--- src/rtl/sdi_enc_pkg.sv ---
package sdi_enc_pkg;
  localparam int WORD_W_D  = 10;
  localparam int SCR_W_D   = 9;
  localparam int SCR_TAP_D = 4;
  localparam int RUN_W_D   = 8;
  localparam int ALERT_D   = 19;
endpackage

--- src/rtl/sdi_scr_nrzi.sv ---
module sdi_scr_nrzi #(
  parameter int WORD_W  = sdi_enc_pkg::WORD_W_D,
  parameter int SCR_W   = sdi_enc_pkg::SCR_W_D,
  parameter int SCR_TAP = sdi_enc_pkg::SCR_TAP_D
) (
  input  logic              clk,
  input  logic              rst,
  input  logic [WORD_W-1:0] word_i,
  input  logic              load_i,
  input  logic [SCR_W-1:0]  load_state_i,
  output logic [WORD_W-1:0] code_nxt_o,
  output logic [WORD_W-1:0] code_o,
  output logic [SCR_W-1:0]  state_o
);
  localparam int HI = SCR_W - 1;
  localparam int LO = SCR_TAP - 1;

  logic [SCR_W-1:0] state_q;
  logic             lvl_q;
  logic [WORD_W-1:0] code_q;

  logic [SCR_W-1:0] hist [0:WORD_W];
  logic             lvl  [0:WORD_W];
  logic [WORD_W-1:0] scr;

  assign hist[0] = state_q;
  assign lvl[0]  = lvl_q;

  generate
    for (genvar i = 0; i < WORD_W; i++) begin : g_bit
      assign scr[i]      = word_i[i] ^ hist[i][HI] ^ hist[i][LO];
      assign hist[i+1]   = {hist[i][SCR_W-2:0], scr[i]};
      assign lvl[i+1]    = lvl[i] ^ scr[i];
      assign code_nxt_o[i] = lvl[i+1];
    end
  endgenerate

  always_ff @(posedge clk) begin
    if (rst) begin
      state_q <= '0;
      lvl_q   <= 1'b0;
      code_q  <= '0;
    end else if (load_i) begin
      state_q <= load_state_i;
    end else begin
      state_q <= hist[WORD_W];
      lvl_q   <= lvl[WORD_W];
      code_q  <= code_nxt_o;
    end
  end

  assign code_o  = code_q;
  assign state_o = state_q;

  assert_preload_R4: assert property (@(posedge clk) disable iff (rst)
    load_i |=> (state_o == $past(load_state_i)));
  assert_hold_R4: assert property (@(posedge clk) disable iff (rst)
    load_i |=> $stable(code_o));
  assert_reset_R1: assert property (@(posedge clk)
    rst |=> (code_o == '0 && state_o == '0));
endmodule

--- src/rtl/sdi_run_mon.sv ---
module sdi_run_mon #(
  parameter int WORD_W = sdi_enc_pkg::WORD_W_D,
  parameter int RUN_W  = sdi_enc_pkg::RUN_W_D,
  parameter int ALERT  = sdi_enc_pkg::ALERT_D
) (
  input  logic              clk,
  input  logic              rst,
  input  logic              en_i,
  input  logic              clr_i,
  input  logic [WORD_W-1:0] bits_i,
  output logic [RUN_W-1:0]  max_o,
  output logic              alert_o
);
  localparam logic [RUN_W-1:0] SAT = {RUN_W{1'b1}};
  localparam logic [RUN_W-1:0] ONE = RUN_W'(1);
  localparam logic [RUN_W-1:0] THR = RUN_W'(ALERT);

  logic [RUN_W-1:0] run_q, max_q;
  logic             lvl_q, alert_q;

  logic [RUN_W-1:0] run [0:WORD_W];
  logic [RUN_W-1:0] mx  [0:WORD_W];
  logic             lv  [0:WORD_W];

  assign run[0] = clr_i ? '0 : run_q;
  assign mx[0]  = clr_i ? '0 : max_q;
  assign lv[0]  = lvl_q;

  generate
    for (genvar i = 0; i < WORD_W; i++) begin : g_bit
      assign run[i+1] = (bits_i[i] == lv[i]) ?
                        ((run[i] == SAT) ? SAT : run[i] + ONE) : ONE;
      assign lv[i+1]  = bits_i[i];
      assign mx[i+1]  = (run[i+1] > mx[i]) ? run[i+1] : mx[i];
    end
  endgenerate

  always_ff @(posedge clk) begin
    if (rst) begin
      run_q   <= '0;
      max_q   <= '0;
      lvl_q   <= 1'b0;
      alert_q <= 1'b0;
    end else if (en_i) begin
      run_q   <= run[WORD_W];
      max_q   <= mx[WORD_W];
      lvl_q   <= lv[WORD_W];
      alert_q <= (mx[WORD_W] >= THR);
    end else if (clr_i) begin
      run_q   <= '0;
      max_q   <= '0;
      alert_q <= 1'b0;
    end
  end

  assign max_o   = max_q;
  assign alert_o = alert_q;

  assert_max_grows_R5: assert property (@(posedge clk) disable iff (rst)
    !clr_i |=> (max_o >= $past(max_o)));
  assert_clear_R7: assert property (@(posedge clk) disable iff (rst)
    clr_i |=> (max_o <= RUN_W'(WORD_W)));
  assert_alert_R6: assert property (@(posedge clk) disable iff (rst)
    $rose(alert_o) |-> (max_o >= THR));
  assert_reset_R1: assert property (@(posedge clk)
    rst |=> (max_o == '0 && !alert_o));
endmodule

--- src/rtl/sdi_chan_enc.sv ---
module sdi_chan_enc #(
  parameter int WORD_W  = sdi_enc_pkg::WORD_W_D,
  parameter int SCR_W   = sdi_enc_pkg::SCR_W_D,
  parameter int SCR_TAP = sdi_enc_pkg::SCR_TAP_D,
  parameter int RUN_W   = sdi_enc_pkg::RUN_W_D,
  parameter int ALERT   = sdi_enc_pkg::ALERT_D
) (
  input  logic              clk,
  input  logic              rst,
  input  logic [WORD_W-1:0] word_i,
  input  logic              load_i,
  input  logic [SCR_W-1:0]  load_state_i,
  input  logic              clr_i,
  output logic [WORD_W-1:0] code_o,
  output logic [SCR_W-1:0]  scr_state_o,
  output logic [RUN_W-1:0]  max_run_o,
  output logic              alert_o
);
  logic [WORD_W-1:0] code_nxt;

  sdi_scr_nrzi #(.WORD_W(WORD_W), .SCR_W(SCR_W), .SCR_TAP(SCR_TAP)) u_coder (
    .clk(clk), .rst(rst), .word_i(word_i), .load_i(load_i),
    .load_state_i(load_state_i), .code_nxt_o(code_nxt),
    .code_o(code_o), .state_o(scr_state_o)
  );

  sdi_run_mon #(.WORD_W(WORD_W), .RUN_W(RUN_W), .ALERT(ALERT)) u_mon (
    .clk(clk), .rst(rst), .en_i(!load_i), .clr_i(clr_i),
    .bits_i(code_nxt), .max_o(max_run_o), .alert_o(alert_o)
  );
endmodule

--- config.mk ---
export PLATFORM = sky130hd
export DESIGN_NAME = sdi_chan_enc
export DESIGN_NICKNAME = d
export VERILOG_FILES = /design/src/rtl/sdi_enc_pkg.sv /design/src/rtl/sdi_scr_nrzi.sv /design/src/rtl/sdi_run_mon.sv /design/src/rtl/sdi_chan_enc.sv
export SDC_FILE = /design/constraint.sdc
export NUM_CORES = 1
export LEC_CHECK = 0
export BUFFER_PORTS_ARGS = -buffer_cell sky130_fd_sc_hd__buf_2
export CAP_MARGIN = 20
export CORE_ASPECT_RATIO = 0.5
export CORE_MARGIN = 2
export CORE_UTILIZATION = 60
export CTS_CLUSTER_SIZE = 8
export DETAILED_ROUTE_END_ITERATION = 12
export PLACE_DENSITY_LB_ADDON = 0.05
export SETUP_SLACK_MARGIN = 0.4
export SYNTH_ARGS = -nofsm -noshare
export SYNTH_HDL_FRONTEND = slang
export SYNTH_SLANG_ARGS = --single-unit
--- constraint.sdc ---
create_clock -name clk -period 29.8 [get_ports clk]
set_clock_uncertainty 0.15 [all_clocks]
set_input_delay 2.98 -clock clk [delete_from_list [all_inputs] [get_ports clk]]
set_output_delay 2.98 -clock clk [all_outputs]
set_load 0.01 [all_outputs]
# After elaboration in Yosys (flattened, before gate mapping)
# Cells that the tools add are included.
dict set report classes {
  bitwise 30
  n_div 0
  magnitude_cmp 11
  add_sub_neg 10
  n_mul 0
  n_shift 0
  n_reduce_logical 0
  n_mux 37
  n_eq_ne 21
}
# cell count
set ops {}
lappend ops {{$mux 8} 34}
lappend ops {{$add 8x1->8 const B} 10}
lappend ops {{$eq 8x8->1 const B} 10}
lappend ops {{$gt 8x8->1} 10}
lappend ops {{$xor 1x1->1} 30}
lappend ops {{$eq 1x1->1} 10}
lappend ops {{$mux 9} 1}
lappend ops {{$ge 8x5->1 const B} 1}
lappend ops {{$mux 1} 2}
lappend ops {{$ne 2x1->1 const B} 1}
dict set report totals {
  latch_bits 0
  register_bits 37
  word_cells 115
  mem_count 0
  inputBits 23
  mem_bits_rw 0
  rom_bits 0
}

# Longest topological paths before layout
# Gate-level depths: netlist of run 1.
dict set report logic_depth {
  depth_word 36
  ltp_mapped 118
}

# Modules after synthesis
# From an unflattened synthesis of run 1, not the netlist that was laid out.
dict set report unflattened {
  cells_unflattened 1165
  area_unflattened_um2 8652.0
}
# mod n_inst cells_per_inst area_each_um2
set by_module_without_submodules {}
lappend by_module_without_submodules {sdi_run_mon 1 1056 7527.2}
lappend by_module_without_submodules {sdi_scr_nrzi 1 108 1121.1}
lappend by_module_without_submodules {sdi_chan_enc 1 1 3.8}

# Worst setup path after synthesis of run 1
# No wires, ideal clock.
dict set report synth_path {
  kind {in2reg}
  startpoint {input port clr_i}
  endpoint {register u_mon.alert_q, in the netlist u_mon.alert_o}
  cell_stages 109
  setup_time_ns 0.123
  required_time_ns 29.527
  t_arrival_ns 22.367
  path_slack_ns 7.161
  path_cell_list {buf_2 -> nor2b_1 -> ha_1 -> buf_2 -> nand3_1 -> mux2i_1 -> and2_1 -> nor2_1 -> ha_1 -> and4_1 -> nand4_1 -> o31a_1 -> clkbuf_1 -> nand2_1 -> a31oi_1 -> ha_1 -> a21o_1 -> a21o_1 -> [73 not listed] -> or2_1 -> clkbuf_1 -> clkbuf_1 -> nor2_1 -> a21oi_1 -> ha_1 -> o21a_1 -> o21ai_0 -> nand2b_1 -> a21oi_1 -> o21ai_0 -> o21ai_1 -> inv_1 -> clkbuf_1 -> o41ai_1 -> a31oi_1 -> nand3b_1 -> o2bb2ai_1}
}
dict set report synth_via {
  elab_chain_cells 35
}
# item line_no
set synth_lines {}
lappend synth_lines {{from (decl)} sdi_chan_enc.sv:13} ;# input logic clr_i,
lappend synth_lines {{$mux 8} --}
lappend synth_lines {{$add 8x1->8 / $eq 8x8->1 (equally long branches)} sdi_run_mon.sv:32} ;# ((run[i] == SAT) ? SAT : run[i] + ONE) : ONE;
lappend synth_lines {{$mux 8} sdi_run_mon.sv:32}
lappend synth_lines {{$mux 8} sdi_run_mon.sv:31} ;# assign run[i+1] = (bits_i[i] == lv[i]) ?
lappend synth_lines {{$add 8x1->8 / $eq 8x8->1 (equally long branches)} sdi_run_mon.sv:32}
lappend synth_lines {{$mux 8} sdi_run_mon.sv:32}
lappend synth_lines {{$mux 8} sdi_run_mon.sv:31}
lappend synth_lines {{$add 8x1->8 / $eq 8x8->1 (equally long branches)} sdi_run_mon.sv:32}
lappend synth_lines {{[19 not listed]} --}
lappend synth_lines {{$mux 8} sdi_run_mon.sv:31}
lappend synth_lines {{$add 8x1->8 / $eq 8x8->1 (equally long branches)} sdi_run_mon.sv:32}
lappend synth_lines {{$mux 8} sdi_run_mon.sv:32}
lappend synth_lines {{$mux 8} sdi_run_mon.sv:31}
lappend synth_lines {{$gt 8x8->1} sdi_run_mon.sv:34} ;# assign mx[i+1] = (run[i+1] > mx[i]) ? run[i+1] : mx[i];
lappend synth_lines {{$mux 8} sdi_run_mon.sv:34}
lappend synth_lines {{$ge 8x5->1} sdi_run_mon.sv:48} ;# alert_q <= (mx[WORD_W] >= THR);
lappend synth_lines {{$mux 1} sdi_run_mon.sv:44} ;# end else if (en_i) begin
lappend synth_lines {{to (signal assigned)} sdi_run_mon.sv:48}
lappend synth_lines {{to (decl)} sdi_run_mon.sv:19} ;# logic lvl_q, alert_q;
# Parallel ways exist; a longest one is shown, timed or not.
# A chain may end at the register's enable or synchronous reset.

# Worst setup path in the final report of run 1
dict set report layout_path {
  startpoint {input port clr_i}
  endpoint {register u_mon.max_q[3], in the netlist u_mon.max_o[3]}
}
dict set report layout_via {
  elab_chain_cells 34
}
# item line_no
set layout_lines {}
lappend layout_lines {{$mux 8} --}
lappend layout_lines {{$add 8x1->8 / $eq 8x8->1 (equally long branches)} sdi_run_mon.sv:32}
lappend layout_lines {{$mux 8} sdi_run_mon.sv:32}
lappend layout_lines {{$mux 8} sdi_run_mon.sv:31}
lappend layout_lines {{$add 8x1->8 / $eq 8x8->1 (equally long branches)} sdi_run_mon.sv:32}
lappend layout_lines {{$mux 8} sdi_run_mon.sv:32}
lappend layout_lines {{$mux 8} sdi_run_mon.sv:31}
lappend layout_lines {{$add 8x1->8 / $eq 8x8->1 (equally long branches)} sdi_run_mon.sv:32}
lappend layout_lines {{[18 not listed]} --}
lappend layout_lines {{$mux 8} sdi_run_mon.sv:32}
lappend layout_lines {{$mux 8} sdi_run_mon.sv:31}
lappend layout_lines {{$add 8x1->8 / $eq 8x8->1 (equally long branches)} sdi_run_mon.sv:32}
lappend layout_lines {{$mux 8} sdi_run_mon.sv:32}
lappend layout_lines {{$mux 8} sdi_run_mon.sv:31}
lappend layout_lines {{$gt 8x8->1} sdi_run_mon.sv:34}
lappend layout_lines {{$mux 8} sdi_run_mon.sv:34}
lappend layout_lines {{$mux 8 (*)} sdi_run_mon.sv:44}
lappend layout_lines {{to (signal assigned)} sdi_run_mon.sv:46} ;# max_q <= mx[WORD_W];
lappend layout_lines {{to (decl)} sdi_run_mon.sv:18} ;# logic [RUN_W-1:0] run_q, max_q;
# Every way passes the cells marked *; elsewhere a longest branch is shown, timed or not.

==> results of run 1 <==
cells by family (layout without fill, tap and decap cells):
kind of cell / count (synthesis) / in the layout / synth area share
compound gates: 393 / 393 / 0.323
xor+xnor: 76 / 76 / 0.0840
fa+ha+maj: 75 / 75 / 0.106
buf+inv: 101 / 125 / 0.0474
flops: 36 / 36 / 0.0812
mux: 44 / 44 / 0.0540
simple gates: 507 / 507 / 0.305
sequential cells by signal (all words and copies together), names as in the netlist:
| name | cells |
|---|---|
| u_coder.code_o | 10 |
| u_coder.state_o | 9 |
| u_mon.max_o | 8 |
| u_mon.run_q | 8 |
| u_mon.alert_o | 1 |
layer usage:
| metal | vias up | share of wire | GRT usage |
|---|---|---|---|
| met5 | - | 0 | 0 |
| met4 | 0 | 0.022 | 0.0964 |
| met3 | 59 | 0.090 | 0.0436 |
| met2 | 503 | 0.42 | 0.531 |
| met1 | 4546 | 0.47 | 0.520 |
| li1 | 4646 | - | - |
worst max-delay path, delay by kind of cell:
kind | cells | cell delay (ns)
AO/OA/AOI/OAI | 49 | 10.66
AND/OR/NAND/NOR | 31 | 5.85
adder cells (fa/ha/maj) | 11 | 3.63
multiplexers | 7 | 1.82
buffers and inverters | 7 | 1.31
synth_stat cells, types with 19 or more instances:
library cell  number
a21o_1            23
a21oi_1          111
and2_1            24
and3_1            25
clkbuf_1          26
dfxtp_1           36
ha_1              75
inv_1             47
mux2i_1           23
nand2_1          133
nand3_1           58
nor2_1           108
nor2b_1           20
nor3_1            23
o21a_1            19
o21ai_0           52
xnor2_1           54
stage by stage:
stage	setup WS (ns)	cells	utilization	area [µm²]	hold slack, ns
after floorplan	7.16	1232	-	8880	0.326
after CTS	3.97	1453	0.650	9410	0.309
after detailed placement	3.79	1446	0.640	9250	0.303
after global routing	1.80	1454	0.651	9410	0.334
final	3.57	1454	0.651	9410	0.307
after global placement	4.50	1446	0.640	9250	0.293
how the worst max path moves through the flow:
stage | start | end | slack [ns] | cells after the start
detailed placement | clr_i | u_mon.max_o[5]$_SDFF_PP0_ | 3.79 | 105
floorplan | clr_i | u_mon.alert_o$_SDFFE_PP0P_ | 7.16 | 109
global placement | clr_i | u_mon.max_o[3]$_SDFF_PP0_ | 4.50 | 104
finish | clr_i | u_mon.max_o[3]$_SDFF_PP0_ | 3.57 | 105
global route | clr_i | u_mon.max_o[5]$_SDFF_PP0_ | 1.80 | 104
CTS | clr_i | u_mon.max_o[5]$_SDFF_PP0_ | 3.97 | 105
layout make-up:
cell class | instances | area [µm²] | area share
inverter | 54 | 203 | 0.0215
timing repair buffer | 64 | 353 | 0.0375
tap | 198 | 248 | 0.0263
clock buffer | 7 | 153 | 0.0162
sequential | 36 | 721 | 0.0766
multi-input combinational | 1095 | 7730 | 0.822
==> flow_metrics.env, run 1 <==
export IMPL_synthArstFlopShare=0
export IMPL_cts_buffers_inserted=5
export IMPL_hold_class="reg2reg"
export IMPL_syn_area_mm2=0.00888
export IMPL_synth_top_cells_by_area="ha_1 (11%), dfxtp_1 (8.1%), a21oi_1 (6.3%), nand2_1 (5.6%), xnor2_1 (5.3%)"
export IMPL_synth_top_area_share=0.106
export IMPL_period_needed_ns=26.23
export IMPL_n_antenna_cell=0
export IMPL_rsz0062_at_grt="no"
export IMPL_synth_cell_types=120
export IMPL_hold_violations=0
export IMPL_cap_violations=0
export IMPL_placement_io_buffers=50
export IMPL_hpwlAfterDp_um=23400
export IMPL_cp_data_required_time_ns=29.86
export IMPL_first_pass_iters=6
export IMPL_routed_wl_um=28700
export IMPL_die_h_um=90.0
export IMPL_syn2layout_area_growth_pct=6.03
export IMPL_arrival_ns=26.29
export IMPL_ant_nets=0
export IMPL_r2r_start="u_mon.run_q[0]$_SDFF_PP0_"
export IMPL_routed_via_density=6.71
export IMPL_grtUsageTotal=0.351
export IMPL_endpoint_kind="register"
export IMPL_yosysSeqAreaShare=0.0812
export IMPL_rows=31
export IMPL_fin_crit_sh=0.880
export IMPL_crit_path_start_kind="input port"
export IMPL_grt_pass1_vias=8822
export IMPL_status="completed"
export IMPL_vias=9754
export IMPL_drive_above_1_share=0.149
export IMPL_drc=0
export IMPL_synth_seq_cells=36
export IMPL_synth_top_area_cell="ha_1"
export IMPL_grt_max_degree=43
export IMPL_cts_resized=0
export IMPL_r2r_end="u_mon.max_o[3]$_SDFF_PP0_"
export IMPL_root_buffer="clkbuf_16"
export IMPL_cts_sinks=36
export IMPL_relSlewSlack=0.252
export IMPL_ctsHtreeMaxLevel=2
export IMPL_timing_setup_tns_ns=0
export IMPL_cts_setup_buffers=0
export IMPL_layout_common_cells="nand2_1 (133), a21oi_1 (111), nor2_1 (108)"
export IMPL_dieArea_mm2=0.0158
export IMPL_drt_initial_drc_count=1036
export IMPL_die_x_um=176
export IMPL_worst_pin_slew_ns=1.12
export IMPL_clk_pin_slew_worst_paths_ns=0.05
export IMPL_grt_pass1_wl_um=45700
export IMPL_synth_edf_count=0
export IMPL_avgSynthCellArea_um2=7.20
export IMPL_max_freq_mhz=38.1
export IMPL_netlist_instances=1232
export IMPL_final_common_cell="nand2_1"
export IMPL_nFillCells=1367
export IMPL_hold_end="u_coder.code_o[0]$_SDFFE_PP0N_"
export IMPL_reg2regPathDepth=104
export IMPL_fin_nets=1354
export IMPL_cp_max_fo=23
export IMPL_wl_per_cell_um=19.7
export IMPL_cts_tree="yes"
export IMPL_cts_max_path_buffers=2
export IMPL_grt_ovfl_total=0
export IMPL_synth_main_ff_cell="dfxtp_1"
export IMPL_antenna_found_initial=0
export IMPL_initial_core_util=0.614
export IMPL_gp_congestion=1.01
export IMPL_critical_path_slowest_cell="o31ai_1"
export IMPL_cpPeakStageDelay_ns=0.72
export IMPL_min_delay_start="u_coder.code_o[0]$_SDFFE_PP0N_"
export IMPL_hold_buffers=0
export IMPL_holdPathStages=2
export IMPL_io_pins=51
export IMPL_finalSetupViolations=0
export IMPL_synth_fp_nets=1330
export IMPL_yosysWarnings=0
export IMPL_worstSetupPathType="in2reg"
export IMPL_clock_latency_ns=0.28
export IMPL_drv_slew=0
export IMPL_core_mm2=0.0145
export IMPL_regToRegSetupSlack_ns=5.97
Power of run 1 is not shown: default switching activity piles up to over one toggle a cycle in this logic, so the estimate is an artifact.
==> run 2, diff against run 1 <==
--- a/config.mk
+++ b/config.mk
@@ -12,6 +12,7 @@
 export CORE_UTILIZATION = 60
 export CTS_CLUSTER_SIZE = 8
 export DETAILED_ROUTE_END_ITERATION = 12
+export GPL_TIMING_DRIVEN = 0
 export PLACE_DENSITY_LB_ADDON = 0.05
 export SETUP_SLACK_MARGIN = 0.4
 export SYNTH_ARGS = -nofsm -noshare
==> run 2 against run 1 <==
Via count rose by 0.87%. Die area did not move. Critical path type unchanged. Wire length rose by 2.3%.
==> flow_metrics.env, run 2 (same netlist as run 1, synthesis figures left out) <==
export IMPL_status="completed"
export IMPL_routed_wl_um=29300
export IMPL_critical_path_top_delay_family="compound AO/OA/AOI/OAI gates"
export IMPL_fin_crit_sh=0.901
export IMPL_root_buffer="clkbuf_16"
export IMPL_cpPeakStageDelay_ns=0.59
export IMPL_drc=0
export IMPL_critical_path_slowest_cell="a31oi_1"
export IMPL_wl_per_cell_um=19.7
export IMPL_cts_sinks=36
export IMPL_ctsHtreeMaxLevel=2
export IMPL_syn2layout_area_growth_pct=7.23
export IMPL_io_pins=51
export IMPL_cts_max_path_buffers=2
export IMPL_period_needed_ns=26.85
export IMPL_regToRegSetupSlack_ns=5.42
export IMPL_fin_nets=1386
export IMPL_die_x_um=176
export IMPL_gp_congestion=0.968
export IMPL_grt_ovfl_total=0
export IMPL_first_pass_iters=5
export IMPL_grtUsageTotal=0.361
export IMPL_r2r_start="u_mon.run_q[0]$_SDFF_PP0_"
export IMPL_hold_class="reg2reg"
export IMPL_layout_common_cells="nand2_1 (133), a21oi_1 (111), nor2_1 (108)"
export IMPL_relSlewSlack=0.324
export IMPL_cp_max_fo=10
export IMPL_vias=9839
export IMPL_cts_setup_buffers=0
export IMPL_arrival_ns=26.86
export IMPL_dieArea_mm2=0.0158
export IMPL_initial_core_util=0.614
export IMPL_final_common_cell="nand2_1"
export IMPL_hpwlAfterDp_um=24100
export IMPL_clk_pin_slew_worst_paths_ns=0.06
export IMPL_routed_via_density=6.62
export IMPL_ant_nets=0
export IMPL_drt_initial_drc_count=1007
export IMPL_drv_slew=0
export IMPL_worst_hold_slack_ns=0.301
export IMPL_finalSetupViolations=0
export IMPL_clock_latency_ns=0.28
export IMPL_grt_max_degree=12
export IMPL_timing_setup_tns_ns=0
export IMPL_worstSetupPathType="in2reg"
export IMPL_reg2regPathDepth=103
export IMPL_die_h_um=90.0
export IMPL_hold_violations=0
export IMPL_grt_pass1_wl_um=46500
export IMPL_max_freq_mhz=37.2
export IMPL_worst_pin_slew_ns=1.01
export IMPL_cap_violations=0
export IMPL_nFillCells=1363
export IMPL_holdPathStages=2
export IMPL_placement_io_buffers=48
export IMPL_hold_buffers=0
export IMPL_cts_resized=0
export IMPL_cts_tree="yes"
export IMPL_largest_register_ffs=10
export IMPL_drive_above_1_share=0.147
export IMPL_rsz0062_at_grt="no"
export IMPL_r2r_end="u_mon.alert_o$_SDFFE_PP0P_"
export IMPL_grt_pass1_vias=8973
export IMPL_antenna_found_initial=0
export IMPL_n_antenna_cell=0
export IMPL_hold_end="u_coder.code_o[8]$_SDFFE_PP0N_"
export IMPL_final_core_utilization=0.658
export IMPL_rows=31
export IMPL_crit_top_cell="ha_1"
export IMPL_min_delay_start="u_coder.code_o[8]$_SDFFE_PP0N_"
export IMPL_endpoint_kind="register"
export IMPL_core_mm2=0.0145
export IMPL_crit_path_start_kind="input port"
export IMPL_cts_buffers_inserted=5
export IMPL_cp_data_required_time_ns=29.81
export IMPL_critPathBufInv=11
run 2: cell count changes in the layout (fill, tap and decap cells not counted):
cell | previous run | this run
clkinv_2 | 0 | 2
buf_2 | 51 | 58
buf_4 | 13 | 8
buf_1 | 0 | 4
clkbuf_1 | 0 | 26
clkbuf_8 | 2 | 1
run 2: how the worst max path moves through the flow:
stage                     slack (ns)                    endpoint  depth (start not counted)   from
after CTS                       3.56  u_mon.alert_o$_SDFFE_PP0P_                        111  clr_i
final                           2.95  u_mon.alert_o$_SDFFE_PP0P_                        104  clr_i
after floorplan                 7.16  u_mon.alert_o$_SDFFE_PP0P_                        109  clr_i
after global placement          3.95  u_mon.alert_o$_SDFFE_PP0P_                        109  clr_i
after detailed placement        3.36  u_mon.alert_o$_SDFFE_PP0P_                        111  clr_i
after global routing            1.38  u_mon.alert_o$_SDFFE_PP0P_                        111  clr_i
run 2: worst reg2reg max path: cells and delay by family (launching register included):
kind / cells / cell delay, ns
AOI/OAI and AO/OA: 45 / 10.26
and+or+nand+nor: 31 / 6.02
adders and majority gates: 11 / 3.52
buffers and inverters: 10 / 2.08
muxes: 6 / 1.94
DFF: 1 / 0.30
run 2: area by class of cell:
class / instances / area, µm² / share of cell area
Buffer: 47 / 218 / 0.0229
Clock buffer: 6 / 139 / 0.0146
Clock inverter: 2 / 10.0 / 0.00105
Inverter: 54 / 203 / 0.0213
Multi-Input combinational cell: 1095 / 7730 / 0.813
Sequential cell: 36 / 721 / 0.0757
Tap cell: 198 / 248 / 0.0260
Timing Repair Buffer: 49 / 245 / 0.0258
run 2: routing by layer:
metal / up-vias / share of wire / track usage / routed length (µm)
li1: 4708 / - / - / -
met4: 0 / 0.020 / 0.0820 / 572
met1: 4664 / 0.47 / 0.535 / 13900
met2: 425 / 0.42 / 0.547 / 12300
met5: - / 0 / 0 / 0
met3: 42 / 0.087 / 0.0525 / 2540
run 2: through the flow:
stage,area [µm²],setup slack [ns],std cells
6_report,9520,2.95,1487
5_1_grt,9520,1.38,1487
4_1_cts,9510,3.56,1486
3_5_place_dp,9360,3.36,1478
3_3_place_gp,9360,3.95,1478
2_1_floorplan,8880,7.16,1232
Power of run 2 is left out for the same reason.
==> run 3, diff against run 2 <==
--- a/config.mk
+++ b/config.mk
@@ -9,7 +9,7 @@
 export CAP_MARGIN = 20
 export CORE_ASPECT_RATIO = 0.5
 export CORE_MARGIN = 2
-export CORE_UTILIZATION = 60
+export CORE_UTILIZATION = 45
 export CTS_CLUSTER_SIZE = 8
 export DETAILED_ROUTE_END_ITERATION = 12
 export GPL_TIMING_DRIVEN = 0
==> run 3 against run 2 <==
Count of clock-buffer cells in the layout is 1 higher. Register-to-register slack hardly changed. Flip-flop and latch count stayed put. Highest routed layer unchanged.
==> flow_metrics.env, run 3 (same netlist as run 1, synthesis figures left out) <==
export IMPL_worst_pin_slew_ns=1.01
export IMPL_crit_path_start_kind="input port"
export IMPL_vias=9612
export IMPL_clk_pin_slew_worst_paths_ns=0.06
export IMPL_placement_io_buffers=48
export IMPL_clock_latency_ns=0.28
export IMPL_grt_max_degree=12
export IMPL_cts_max_path_buffers=2
export IMPL_cts_buffers_inserted=5
export IMPL_hpwlAfterDp_um=25400
export IMPL_n_antenna_cell=0
export IMPL_ctsHtreeMaxLevel=2
export IMPL_rows=36
export IMPL_syn2layout_area_growth_pct=8.57
export IMPL_cts_resized=0
export IMPL_drt_initial_drc_count=924
export IMPL_arrival_ns=26.87
export IMPL_critical_path_top_delay_family="compound AO/OA/AOI/OAI gates"
export IMPL_dieArea_mm2=0.0209
export IMPL_endpoint_kind="register"
export IMPL_wl_per_cell_um=19.6
export IMPL_grt_ovfl_total=0
export IMPL_initial_core_util=0.457
export IMPL_fin_crit_sh=0.901
export IMPL_fin_nets=1386
export IMPL_cts_setup_buffers=0
export IMPL_grt_pass1_wl_um=46800
export IMPL_cp_data_required_time_ns=29.81
export IMPL_critPathBufInv=11
export IMPL_largest_register_ffs=10
export IMPL_layout_common_cells="nand2_1 (133), a21oi_1 (111), nor2_1 (108)"
export IMPL_drv_slew=0
export IMPL_relSlewSlack=0.322
export IMPL_crit_top_cell="ha_1"
export IMPL_die_x_um=203
export IMPL_max_freq_mhz=37.2
export IMPL_regToRegSetupSlack_ns=5.42
export IMPL_rsz0062_at_grt="no"
export IMPL_worstSetupPathType="in2reg"
export IMPL_cp_max_fo=10
export IMPL_io_pins=51
export IMPL_drc=0
export IMPL_timing_setup_tns_ns=0
export IMPL_drive_above_1_share=0.147
export IMPL_cts_sinks=36
export IMPL_core_mm2=0.0194
export IMPL_cts_tree="yes"
export IMPL_cpPeakStageDelay_ns=0.57
export IMPL_routed_wl_um=30400
export IMPL_root_buffer="clkbuf_16"
export IMPL_hold_buffers=0
export IMPL_period_needed_ns=26.86
export IMPL_critical_path_slowest_cell="nor2_1"
export IMPL_first_pass_iters=6
export IMPL_grtUsageTotal=0.282
export IMPL_grt_pass1_vias=8583
export IMPL_hold_violations=0
export IMPL_final_common_cell="nand2_1"
export IMPL_gp_congestion=0.948
export IMPL_ant_nets=0
export IMPL_hold_class="reg2reg"
export IMPL_status="completed"
export IMPL_antenna_found_initial=0
export IMPL_routed_via_density=6.18
export IMPL_die_h_um=103
export IMPL_finalSetupViolations=0
export IMPL_cap_violations=0
## run 3: cell types whose count changed in the layout (fill, tap and decap cells not counted)
cell,before,now
clkbuf_8,1,2
bufinv_16,0,1
clkinv_2,2,0
## run 3: path summary, 6_finish.rpt
check / start / end / cells after the start
worst max-delay path: clr_i / u_mon.alert_o$_SDFFE_PP0P_ / 107
worst min-delay path: u_coder.code_o[4]$_SDFFE_PP0N_ / u_coder.code_o[4]$_SDFFE_PP0N_ / 2
worst max register to register: u_mon.run_q[0]$_SDFF_PP0_ / u_mon.alert_o$_SDFFE_PP0P_ / 106
worst min register to register: u_coder.code_o[4]$_SDFFE_PP0N_ / u_coder.code_o[4]$_SDFFE_PP0N_ / 2
## run 3: layout make-up
cell class | instances | area, µm²
Sequential cell | 36 | 721
Tap cell | 266 | 333
Clock buffer | 7 | 153
Buffer | 47 | 218
Clock inverter | 1 | 30.0
Inverter | 54 | 203
Multi-Input combinational cell | 1095 | 7730
Timing Repair Buffer | 49 | 245
Fill cell | 2022 | 9780
## run 3: routing by layer
metal	track usage	routed length [µm]	up-vias
met5	0	0	-
met4	0.0449	353	0
met3	0.0398	1910	31
met2	0.442	12900	282
met1	0.416	15200	4589
li1	-	-	4710
## run 3: tightest hold or removal path, delay by kind of cell, from the launching register on
kind	cells	cell delay [ns]
DFF	1	0.31
and+or+nand+nor	1	0.06
AOI/OAI and AO/OA	1	0.05
## run 3: stage by stage
stage          hold WS (ns)  worst slack (ns)  std cells  utilization  cell area, µm²
2_1_floorplan         0.326              7.16       1232            -            8880
3_3_place_gp          0.311              3.57       1546        0.487            9450
3_5_place_dp          0.319              3.10       1546        0.487            9450
4_1_cts               0.326              3.36       1554        0.496            9630
5_1_grt               0.345              1.11       1555        0.496            9640
6_report              0.324              2.94       1555        0.496            9640
Power of run 3 is left out for the same reason.
